===== src/rtl/bseq_pkg.sv =====
// Shared types and register constants for the bring-up sequencer.
// Assumes 8-bit register numbers and 16-bit register values.
package bseq_pkg;
    typedef enum logic [2:0] {
        K_WRITE,
        K_READ,
        K_SKIP,
        K_DELAY,
        K_END
    } kind_e;

    typedef struct packed {
        kind_e       kind;
        logic [7:0]  addr;
        logic [15:0] data;
        logic [31:0] dly;
    } step_t;

    localparam int          IDX_W        = 5;
    localparam logic [15:0] ID_WORD      = 16'h2828;
    localparam logic [15:0] CFG_DEFAULT  = 16'h0301;
    localparam logic [15:0] CFG_LP_MODE  = 16'h0342;
    localparam logic [15:0] CFG_PCLK_SEL = 16'h0020;
    localparam logic [15:0] CFG_HS_VIDEO = 16'h0009;

    localparam logic [7:0] A_ID      = 8'hB0;
    localparam logic [7:0] A_SYNC    = 8'hB1;
    localparam logic [7:0] A_BACK    = 8'hB2;
    localparam logic [7:0] A_FRONT   = 8'hB3;
    localparam logic [7:0] A_HACT    = 8'hB4;
    localparam logic [7:0] A_VACT    = 8'hB5;
    localparam logic [7:0] A_VMODE   = 8'hB6;
    localparam logic [7:0] A_CFG     = 8'hB7;
    localparam logic [7:0] A_VCHAN   = 8'hB8;
    localparam logic [7:0] A_PLLEN   = 8'hB9;
    localparam logic [7:0] A_PLLW    = 8'hBA;
    localparam logic [7:0] A_LPDIV   = 8'hBB;
    localparam logic [7:0] A_PKTLEN  = 8'hBC;
    localparam logic [7:0] A_PKTDATA = 8'hBF;
    localparam logic [7:0] A_LANES   = 8'hDE;

    localparam logic [15:0] CMD_WAKE = 16'h0011;
    localparam logic [15:0] CMD_ON   = 16'h0029;
endpackage


===== src/rtl/bseq_timer.sv =====
// Microsecond down-counter used for every wait in the sequencer.
// Assumes tick is a one-cycle strobe; a load takes priority over a tick.
module bseq_timer #(
    parameter int W = 32
) (
    input  logic         clk,
    input  logic         rst_n,
    input  logic         load,
    input  logic [W-1:0] load_val,
    input  logic         tick,
    output logic         expired
);
    logic [W-1:0] cnt;

    // Load a new wait or count one tick down, stopping at zero.
    always_ff @(posedge clk) begin
        if (!rst_n)                 cnt <= '0;
        else if (load)              cnt <= load_val;
        else if (tick && cnt != '0) cnt <= cnt - 1'b1;
    end

    assign expired = (cnt == '0);

    p_no_wrap_r3: assert property (@(posedge clk) disable iff (!rst_n)
        (!load && cnt == '0) |=> (cnt == '0));
endmodule


===== src/rtl/bseq_steps.sv =====
// Combinational list of sequencer steps, indexed by step number.
// Assumes color depth has already been checked by the caller.
module bseq_steps
    import bseq_pkg::*;
#(
    parameter int LOCK_US   = 500,
    parameter int US_PER_MS = 1000
) (
    input  logic [IDX_W-1:0] idx,
    input  logic             readback_en,
    input  logic             pclk_ref,
    input  logic [7:0]       vsync_len,
    input  logic [7:0]       hsync_len,
    input  logic [7:0]       vback,
    input  logic [7:0]       hback,
    input  logic [7:0]       vfront,
    input  logic [7:0]       hfront,
    input  logic [15:0]      h_active,
    input  logic [15:0]      v_active,
    input  logic [5:0]       color_bpp,
    input  logic             loose18,
    input  logic [3:0]       lane_count,
    input  logic [15:0]      pll_word,
    input  logic [15:0]      lp_div,
    input  logic [15:0]      sleep_ms,
    input  logic [15:0]      on_ms,
    output step_t            step
);
    logic [7:0]  vsum, hsum;
    logic [1:0]  fmt;
    logic [15:0] cfg_lp;
    logic [3:0]  lanes_m1;

    // Derived field values shared by several steps.
    always_comb begin
        vsum     = vsync_len + vback;
        hsum     = hsync_len + hback;
        lanes_m1 = lane_count - 4'd1;
        cfg_lp   = CFG_LP_MODE | (pclk_ref ? CFG_PCLK_SEL : 16'h0000);
        if (color_bpp == 6'd16)      fmt = 2'd0;
        else if (color_bpp == 6'd18) fmt = loose18 ? 2'd2 : 2'd1;
        else                         fmt = 2'd3;
    end

    // Map the step number to its access or wait.
    always_comb begin
        step.kind = K_WRITE;
        step.addr = 8'h00;
        step.data = 16'h0000;
        step.dly  = 32'd0;
        case (idx)
            5'd0:  begin step.kind = readback_en ? K_READ : K_SKIP;
                         step.addr = A_ID;  step.data = ID_WORD; end
            5'd1:  begin step.kind = readback_en ? K_READ : K_SKIP;
                         step.addr = A_CFG; step.data = CFG_DEFAULT; end
            5'd2:  begin step.addr = A_SYNC;  step.data = {vsync_len, hsync_len}; end
            5'd3:  begin step.addr = A_BACK;  step.data = {vsum, hsum}; end
            5'd4:  begin step.addr = A_FRONT; step.data = {vfront, hfront}; end
            5'd5:  begin step.addr = A_HACT;  step.data = h_active; end
            5'd6:  begin step.addr = A_VACT;  step.data = v_active; end
            5'd7:  begin step.addr = A_VMODE; step.data = {12'h000, 2'b10, fmt}; end
            5'd8:  begin step.addr = A_LANES; step.data = {12'h000, lanes_m1}; end
            5'd9:  begin step.addr = A_CFG;   step.data = cfg_lp; end
            5'd10: begin step.addr = A_PLLW;  step.data = pll_word; end
            5'd11: begin step.addr = A_VCHAN; step.data = 16'h0000; end
            5'd12: begin step.addr = A_LPDIV; step.data = lp_div; end
            5'd13: begin step.addr = A_PLLEN; step.data = 16'h0001; end
            5'd14: begin step.kind = K_DELAY; step.dly = 32'(LOCK_US); end
            5'd15: begin step.addr = A_PKTLEN;  step.data = 16'h0001; end
            5'd16: begin step.addr = A_PKTDATA; step.data = CMD_WAKE; end
            5'd17: begin step.kind = K_DELAY;
                         step.dly = 32'(sleep_ms) * 32'(US_PER_MS); end
            5'd18: begin step.addr = A_PKTLEN;  step.data = 16'h0001; end
            5'd19: begin step.addr = A_PKTDATA; step.data = CMD_ON; end
            5'd20: begin step.kind = K_DELAY;
                         step.dly = 32'(on_ms) * 32'(US_PER_MS); end
            5'd21: begin step.addr = A_CFG; step.data = cfg_lp | CFG_HS_VIDEO; end
            default: step.kind = K_END;
        endcase
    end
endmodule


===== src/rtl/dsi_bringup_seq.sv =====
// Bring-up sequencer for a parallel-RGB-to-DSI bridge: reset pulse,
// identity check, timing load, PLL start, two panel commands, video on.
// Assumes an external serial master that ends each request with req_done
// and a one-cycle us_tick strobe.
module dsi_bringup_seq
    import bseq_pkg::*;
#(
    parameter int RESET_US  = 10000,
    parameter int LOCK_US   = 500,
    parameter int US_PER_MS = 1000
) (
    input  logic        clk,
    input  logic        rst_n,
    input  logic        start,
    input  logic        us_tick,
    input  logic        readback_en,
    input  logic        pclk_ref,
    input  logic [7:0]  vsync_len,
    input  logic [7:0]  hsync_len,
    input  logic [7:0]  vback,
    input  logic [7:0]  hback,
    input  logic [7:0]  vfront,
    input  logic [7:0]  hfront,
    input  logic [15:0] h_active,
    input  logic [15:0] v_active,
    input  logic [5:0]  color_bpp,
    input  logic        loose18,
    input  logic [3:0]  lane_count,
    input  logic [15:0] pll_word,
    input  logic [15:0] lp_div,
    input  logic [15:0] sleep_ms,
    input  logic [15:0] on_ms,
    output logic        bridge_rst_n,
    output logic        req_valid,
    output logic        req_write,
    output logic [7:0]  req_addr,
    output logic [15:0] req_wdata,
    input  logic        req_done,
    input  logic [15:0] req_rdata,
    output logic        busy,
    output logic        done,
    output logic        error
);
    typedef enum logic [2:0] {
        S_IDLE, S_RST_LO, S_RST_HI, S_STEP, S_REQ, S_DELAY, S_DONE, S_FAIL
    } state_e;

    state_e           state;
    logic [IDX_W-1:0] idx;
    logic [15:0]      expect_q;
    step_t            cur;
    logic             depth_ok, can_start, tmr_load, tmr_expired;
    logic [31:0]      tmr_val;

    bseq_steps #(.LOCK_US(LOCK_US), .US_PER_MS(US_PER_MS)) u_steps (
        .idx(idx), .readback_en(readback_en), .pclk_ref(pclk_ref),
        .vsync_len(vsync_len), .hsync_len(hsync_len), .vback(vback),
        .hback(hback), .vfront(vfront), .hfront(hfront),
        .h_active(h_active), .v_active(v_active), .color_bpp(color_bpp),
        .loose18(loose18), .lane_count(lane_count), .pll_word(pll_word),
        .lp_div(lp_div), .sleep_ms(sleep_ms), .on_ms(on_ms), .step(cur)
    );

    bseq_timer #(.W(32)) u_timer (
        .clk(clk), .rst_n(rst_n), .load(tmr_load), .load_val(tmr_val),
        .tick(us_tick), .expired(tmr_expired)
    );

    // Start acceptance and timer load decisions.
    always_comb begin
        depth_ok  = (color_bpp == 6'd16) || (color_bpp == 6'd18) || (color_bpp == 6'd24);
        can_start = (state == S_IDLE) || (state == S_DONE) || (state == S_FAIL);
        tmr_load  = (can_start && start && depth_ok)
                  || (state == S_RST_LO && tmr_expired)
                  || (state == S_STEP && cur.kind == K_DELAY);
        tmr_val   = (state == S_STEP) ? cur.dly : 32'(RESET_US);
    end

    // Main sequencing state machine and request registers.
    always_ff @(posedge clk) begin
        if (!rst_n) begin
            state        <= S_IDLE;
            idx          <= '0;
            bridge_rst_n <= 1'b1;
            req_valid    <= 1'b0;
            req_write    <= 1'b0;
            req_addr     <= 8'h00;
            req_wdata    <= 16'h0000;
            expect_q     <= 16'h0000;
        end else begin
            case (state)
                S_IDLE, S_DONE, S_FAIL: if (start) begin
                    if (!depth_ok) state <= S_FAIL;
                    else begin
                        state        <= S_RST_LO;
                        bridge_rst_n <= 1'b0;
                        idx          <= '0;
                    end
                end
                S_RST_LO: if (tmr_expired) begin
                    bridge_rst_n <= 1'b1;
                    state        <= S_RST_HI;
                end
                S_RST_HI: if (tmr_expired) state <= S_STEP;
                S_STEP: case (cur.kind)
                    K_WRITE, K_READ: begin
                        req_valid <= 1'b1;
                        req_write <= (cur.kind == K_WRITE);
                        req_addr  <= cur.addr;
                        req_wdata <= (cur.kind == K_WRITE) ? cur.data : 16'h0000;
                        expect_q  <= cur.data;
                        state     <= S_REQ;
                    end
                    K_DELAY: state <= S_DELAY;
                    K_SKIP:  idx   <= idx + 1'b1;
                    default: state <= S_DONE;
                endcase
                S_REQ: if (req_done) begin
                    req_valid <= 1'b0;
                    if (!req_write && req_rdata != expect_q) state <= S_FAIL;
                    else begin
                        idx   <= idx + 1'b1;
                        state <= S_STEP;
                    end
                end
                S_DELAY: if (tmr_expired) begin
                    idx   <= idx + 1'b1;
                    state <= S_STEP;
                end
                default: state <= S_IDLE;
            endcase
        end
    end

    assign busy  = !can_start;
    assign done  = (state == S_DONE);
    assign error = (state == S_FAIL);

    p_req_hold_r12: assert property (@(posedge clk) disable iff (!rst_n)
        (req_valid && !req_done) |=> (req_valid && $stable(req_addr)
                                      && $stable(req_wdata) && $stable(req_write)));
    p_no_req_in_reset_r3: assert property (@(posedge clk) disable iff (!rst_n)
        !bridge_rst_n |-> !req_valid);
    p_bad_depth_r2: assert property (@(posedge clk) disable iff (!rst_n)
        (!busy && start && !depth_ok) |=> (error && bridge_rst_n && !req_valid));
    p_done_hold_r11: assert property (@(posedge clk) disable iff (!rst_n)
        (done && !start) |=> done);
    p_error_hold_r11: assert property (@(posedge clk) disable iff (!rst_n)
        (error && !start) |=> error);
    p_outcome_excl_r10: assert property (@(posedge clk) disable iff (!rst_n)
        $countones({busy, done, error}) <= 1);
endmodule


===== config.mk =====
export PLATFORM = sky130hd
export DESIGN_NAME = dsi_bringup_seq
export DESIGN_NICKNAME = d
export VERILOG_FILES = /design/src/rtl/bseq_pkg.sv /design/src/rtl/bseq_timer.sv /design/src/rtl/bseq_steps.sv /design/src/rtl/dsi_bringup_seq.sv
export SDC_FILE = /design/constraint.sdc
export NUM_CORES = 1
export LEC_CHECK = 0
export BUFFER_PORTS_ARGS = -buffer_cell sky130_fd_sc_hd__buf_2
export CORE_UTILIZATION = 40
export CTS_BUF_LIST = sky130_fd_sc_hd__clkbuf_8
export CTS_CLUSTER_SIZE = 40
export DETAILED_ROUTE_END_ITERATION = 10
export GPL_ROUTABILITY_DRIVEN = 0
export PLACE_DENSITY_LB_ADDON = 0.08
export SLEW_MARGIN = 0
export SYNTH_ARGS = -nofsm -noshare
export SYNTH_HDL_FRONTEND = slang
export SYNTH_SLANG_ARGS = --single-unit

===== constraint.sdc =====
create_clock -name clk -period 7.1 [get_ports clk]
set_input_delay 0 -clock clk [delete_from_list [all_inputs] [get_ports clk]]
set_output_delay 0 -clock clk [all_outputs]
set_load 0.02 [all_outputs]

# Yosys cells after proc, flatten, opt, wreduce, memory -nomap -nowiden

Index checks and enable logic that the tools add are counted.

Bits in registers: 83
Latch bits: 0
Bits in writable memories: 0
Bits in read-only memories: 0
Input port bits: 178
Output and inout port bits: 30
Word-level logic and storage cells: 130
Memories kept: 0

Add/subtract/negate cells: 5
Multipliers: 2
Divide/modulo/power cells: 0
$lt $le $gt $ge: 0
Eq/ne operators: 45
Shift-type cells: 0
Mux-type cells: 34
Bitwise gates (word level): 0
Reduce and logical (&&, ||, !) cells: 35

Operator list:

| operator              | number |
|---|---|
| $pmux 24 s18          | 1 |
| $mux 32               | 3 |
| $pmux 26 s3           | 1 |
| $mul 16x7->23 const B | 2 |
| $eq 5x4->1 const B    | 8 |
| $logic_not 32->1      | 1 |
| $reduce_bool 32->1    | 1 |
| $sub 32x1->32 const B | 1 |
| $eq 5x5->1 const B    | 6 |
| $mux 5                | 6 |
| $eq 5x3->1 const B    | 4 |
| $pmux 5 s4            | 1 |
| $eq 6x5->1 const B    | 3 |
| $mux 3                | 6 |
| $pmux 3 s3            | 2 |
| $reduce_or 17->1      | 1 |
| $add 8x8->8           | 2 |
| $mux 16               | 1 |
| $ne 16x16->1          | 1 |
| $pmux 3 s5            | 1 |
| $ne 2x2->1 const B    | 7 |
| $eq 3x2->1 const B    | 4 |
| $eq 3x3->1 const B    | 4 |
| $eq 5x2->1 const B    | 2 |
| other kinds (23)      | 52 |

# Depth between registers and ports, before layout

Depth in word-level cells: 8
Gate-level depth with buffers: 17
Mapped depth without buffers: 17

# Cells and area by module

A second synthesis with hierarchy kept.

Cell total of the unflattened synthesis: 1471
Area, all modules: 12246.7 um^2

By module, submodules not included:

| module          | times used | cells an instance | area each (um^2) | sequential area each (um^2) |
|---|---|---|---|---|
| bseq_steps      | 1          | 887               | 7425.9           | 0.0 |
| dsi_bringup_seq | 1          | 335               | 2771.4           | 1021.0 |
| bseq_timer      | 1          | 249               | 2049.5           | 640.6 |

# Least setup slack after synthesis

No wires, ideal clock.

Path type: input port to flip-flop
Start: input port sleep_ms[3]
End: register u_timer.cnt[22]
Library setup time: 0.091 ns
Arrival: 4.158 ns
Required time: 7.009 ns
Slack: 2.851 ns
Stages on the path: 15
Buffers on the path: 0
Cells stage by stage: inv_1 > fa_1 > fa_1 > fa_1 > fa_1 > inv_1 > ha_1 > o21ai_0 > a21boi_0 > o22ai_1 > o21ai_0 > a311oi_1 > nor2_1 > o311a_1 > a311oi_1

Longest elaborated chain between the ends: 4

Ends and longest elaborated chain:

| item                 | line                  | text |
|---|---|---|
| start, declared      | dsi_bringup_seq.sv:31 | `input logic [15:0] sleep_ms,` |
| $mul 16x7->23        | bseq_steps.sv:72      | `step.dly = 32'(sleep_ms) * 32'(US_PER_MS); end` |
| $pmux 26 s3          | bseq_steps.sv:51      | `case (idx)` |
| $mux 32              | dsi_bringup_seq.sv:76 | `tmr_val = (state == S_STEP) ? cur.dly : 32'(RESET_US);` |
| $mux 32              | bseq_timer.sv:18      | `else if (load) cnt <= load_val;` |
| end signal, assigned | bseq_timer.sv:18      |  |
| end signal, assigned | bseq_timer.sv:19      | `else if (tick && cnt != '0) cnt <= cnt - 1'b1;` |
| end, declared        | bseq_timer.sv:13      | `logic [W-1:0] cnt;` |

No other way between the ends.
A chain may end at the register's enable or synchronous reset.

# Worst setup path in the final report

Start: input port sleep_ms[2]
End: register u_timer.cnt[22]

Same word-level chain as after synthesis.

==> results.rst <==
.. list-table::
   :header-rows: 1

   * - Metric
     - Value
   * - Detailed Place HPWL
     - approximately 27000 um
   * - Reg2reg start
     - idx[0]
   * - Number of global-route vias before repair
     - around 10000
   * - Nets
     - 1962
   * - Worst Max-Slew Pin Slew
     - 1.17 ns
   * - Slew headroom
     - 21.3%
   * - Library cell occupying the most area in the post-synthesis netlist
     - fa_1
   * - Post-synthesis cell type count
     - 77
   * - Warnings from Yosys
     - 0
   * - Power density over the cells
     - 341 mW/mm^2
   * - Starting density of the core
     - 40.7%
   * - Post-DR wirelength/cell
     - 17.3 um
   * - Root Buffer
     - clkbuf_8
   * - Hold Startpoint
     - pll_word[10]
   * - Clock-pin slew on the worst setup and hold paths
     - 0.11 ns
   * - Syn Inst Count
     - 1374
   * - Synthesis-to-finish area growth
     - 14.5%
   * - Chip width
     - 170 um
   * - Required @ worst endpoint
     - 7.40 ns
   * - Worst hold path cell count
     - 5
   * - Worst Reg2Reg Path Length in Cells
     - 11
   * - Htree depth
     - 3
   * - Mean area per synthesized cell
     - a little over 8 um^2
   * - Wire length after detailed routing
     - 33400 um
   * - FILL cells
     - 2940
   * - TritonCTS clock tree
     - built
   * - Multi-input logic area
     - between 0.008 and 0.009 mm^2
   * - Area share of the largest cell type after synthesis
     - 19.5%
   * - Die boundary height
     - 170 um
   * - Most common library cell in the layout ignoring fill and taps
     - buf_2
   * - Maximum number of pins on one net before global-route repair
     - 55
   * - Post-DRT Antenna Nets
     - 0
   * - Global-route congestion overflow total
     - 0
   * - Slew Viols, Final
     - 0
   * - Total nets after synthesis
     - 1787
   * - Proportion of synthesized chip area in sequential cells
     - 14.5%
   * - Initial detailed-routing violation count
     - ~750
   * - Clock sink count
     - 82
   * - Endpoint of the worst-slack reg-to-reg timing path
     - req_addr[2]
   * - Power, Total
     - around 4.4 mW
   * - Cells traversed along the worst timing path
     - buf_2 > inv_1 > fa_1 > fa_1 > fa_1 > fa_1 > inv_1 > ha_1 > o21ai_0 > a21boi_0 > o22ai_1 > o21ai_0 > a311oi_1 > nor2_1 > o311a_1 > a311oi_1
   * - Type of the worst min-delay path
     - in -> reg
   * - Global-route wire length before repair
     - between 50000 and 60000 um
   * - Crit path time final
     - 4.44 ns
   * - I/O Pins
     - 208
   * - Static leakage power
     - 5.94 nW
   * - Die outline area
     - approximately 0.029 mm^2
   * - Unrepaired setup endpoints after global routing
     - no
   * - Highest clock frequency the design can meet
     - 225 MHz
   * - Number of buffers inserted during clock tree synthesis
     - 9
   * - Maxcap violations
     - 0
   * - Post-Synthesis Cell Area
     - 0.0113 mm^2
   * - Top area cells in the synthesized netlist
     - fa_1, dfxtp_1, ha_1
   * - Global router's overall resource usage
     - 23.8%
   * - Setup Buffers After CTS
     - 0
   * - Clock Latency Late Sink
     - 0.39 ns
   * - Kind of start point of the critical path
     - input pin
   * - Share of layout cells above drive strength 1
     - between 15 and 20%
   * - Aggregate negative setup slack
     - 0 ns
   * - Antenna violations before repair
     - 1
   * - CTS-repair resized insts
     - 0
   * - Max stage delay on crit path
     - 0.57 ns
   * - Total via count after detailed routing
     - roughly 11000
   * - # rows
     - about 60
   * - Maximum fanout along the worst path
     - 5
   * - Ratio of routed vias to standard cells
     - 5.45
   * - Final setup fails
     - 0
   * - Critical Path End Type
     - flip-flop
   * - Worst voltage drop across the vdd grid
     - approximately 160 uV
   * - Max stage delay cell, worst path
     - fa_1
   * - CP most frequent cell
     - fa_1
   * - Final cycle utilization of the critical path
     - 62.6%
   * - Endpoint arrival time on the critical path
     - around 4.7 ns
   * - Largest buffer count on any clock path
     - 2
   * - Final Hold Vio Count
     - 0
   * - Number of search-and-repair iterations in the first detailed-routing pass
     - 5
   * - Clock Skew
     - 0.0141 ns
   * - Commonest cells after routing, fill and taps aside
     - buf_2, inv_1, nor2_1
   * - Share of synthesized flip-flops with an asynchronous set or reset
     - 0%
   * - Flop-to-flop setup slack
     - 3.11 ns
   * - Combined flip-flop and latch cell area
     - between 0.0015 and 0.002 mm^2
   * - Input/output buffers
     - 207
   * - Post-route DRC violation count
     - 0
   * - Hold-critical path endpoint
     - req_wdata[10]
   * - Run status
     - finished clean
   * - Primary flip-flop cell chosen by synthesis mapping
     - dfxtp_1
   * - Post-synthesis sequential element count
     - 82
   * - Number of flops mapped to enable cells by yosys
     - 0
   * - Startpoint-to-endpoint class of the critical path
     - in -> reg
   * - Core Box Area
     - 0.0278 mm^2
[metal layers]
layer  wire, um  global-route usage (%)  share of wire (%)  vias up
met1      15700                    33.7                 47     5043
li1           -                       -                  -     5160
met5          0                       0                  0        -
met2      15700                    39.3                 47      292
met4        386                    3.56                1.2        0
met3       1610                    3.12                4.8       33
[worst max path at each step]
stage                     cells after the start              end   startpoint  slack [ns]
after floorplan                              15  u_timer.cnt[22]  sleep_ms[3]        2.85
after global placement                       16  u_timer.cnt[22]  sleep_ms[2]        2.40
after detailed placement                     16  u_timer.cnt[22]  sleep_ms[2]        2.31
after CTS                                    16  u_timer.cnt[22]  sleep_ms[2]        2.68
after global routing                         16  u_timer.cnt[22]  sleep_ms[2]        2.34
final                                        16  u_timer.cnt[22]  sleep_ms[2]        2.66
[cell usage after synthesis (all sizes together), types with 4 or more instances]
cell type,n
or4,4
or3,13
nor3,44
nor4,16
ha,125
a31oi,15
nor4b,4
nor2b,10
a311oi,8
and3,7
fa,110
and2,12
nand3,38
a2111oi,4
a22o,4
a221oi,9
o21a,10
inv,185
o21ai,64
o21bai,10
nand2,51
nand3b,6
a222oi,5
o211ai,11
buf,6
dfxtp,82
a22oi,42
mux2i,6
nor2,129
nand4,18
a211oi,17
a21oi,83
xnor2,58
o31ai,4
o22ai,9
a2bb2oi,6
nand2b,18
a21o,17
xor2,19
clkbuf,51
[logic make-up after synthesis]
family	share of synthesized area [%]
compound gates	20.6
xor+xnor	5.96
fa+ha+maj	33.3
buf+inv	8.14
flops	14.5
mux	0.730
simple gates	16.8
[layout make-up]
cell class                 instances  share of cell area [%]
clock inverter                     7                   0.560
inverter                         186                    5.39
clock buffer                       9                   0.956
multi-input combinational       1049                    67.9
antenna                            1                  0.0193
timing repair buffer             221                    8.83
sequential                        82                    12.7
tap                              378                    3.65
[sequential cells by signal, indices dropped and copies added, names as in the netlist]
name / cells
u_timer.cnt: 32
expect_q: 16
req_wdata: 16
req_addr: 7
idx: 5
state: 3
bridge_rst_n: 1
req_valid: 1
req_write: 1
[power by group]
group	leakage [nW]	switching [mW]	total [mW]	internal, mW
sequential	0.665	0.112	0.671	0.559
clock	0.0966	0.211	0.348	0.137
combinational	5.18	2.03	3.39	1.36
[worst max-delay path: cells and delay by family]
family	cells	cell delay (ns)
adders and majority gates	5	2.35
AOI/OAI and AO/OA	7	2.00
and+or+nand+nor	1	0.08
buffers and inverters	3	0.29
[metrics by stage]
step	util [%]	setup WS, ns	std cells	instance area (um^2)	hold slack, ns
after floorplan	-	2.85	1374	11300	0.196
after global placement	45.9	2.40	1915	12700	0.382
after detailed placement	45.9	2.31	1915	12700	0.386
after CTS	46.6	2.68	1932	12900	0.0439
after global routing	46.6	2.34	1932	12900	0.0986
final	46.6	2.66	1933	13000	0.0550
[timing repair]
| action | 4_1_cts | 5_1_grt |
|---|---|---|
| setup endpoints to repair | 0 | 0 |
| hold buffers | 1 | 0 |
| hold endpoints to repair | 1 | 0 |
Power figures use the tool's default switching activity.
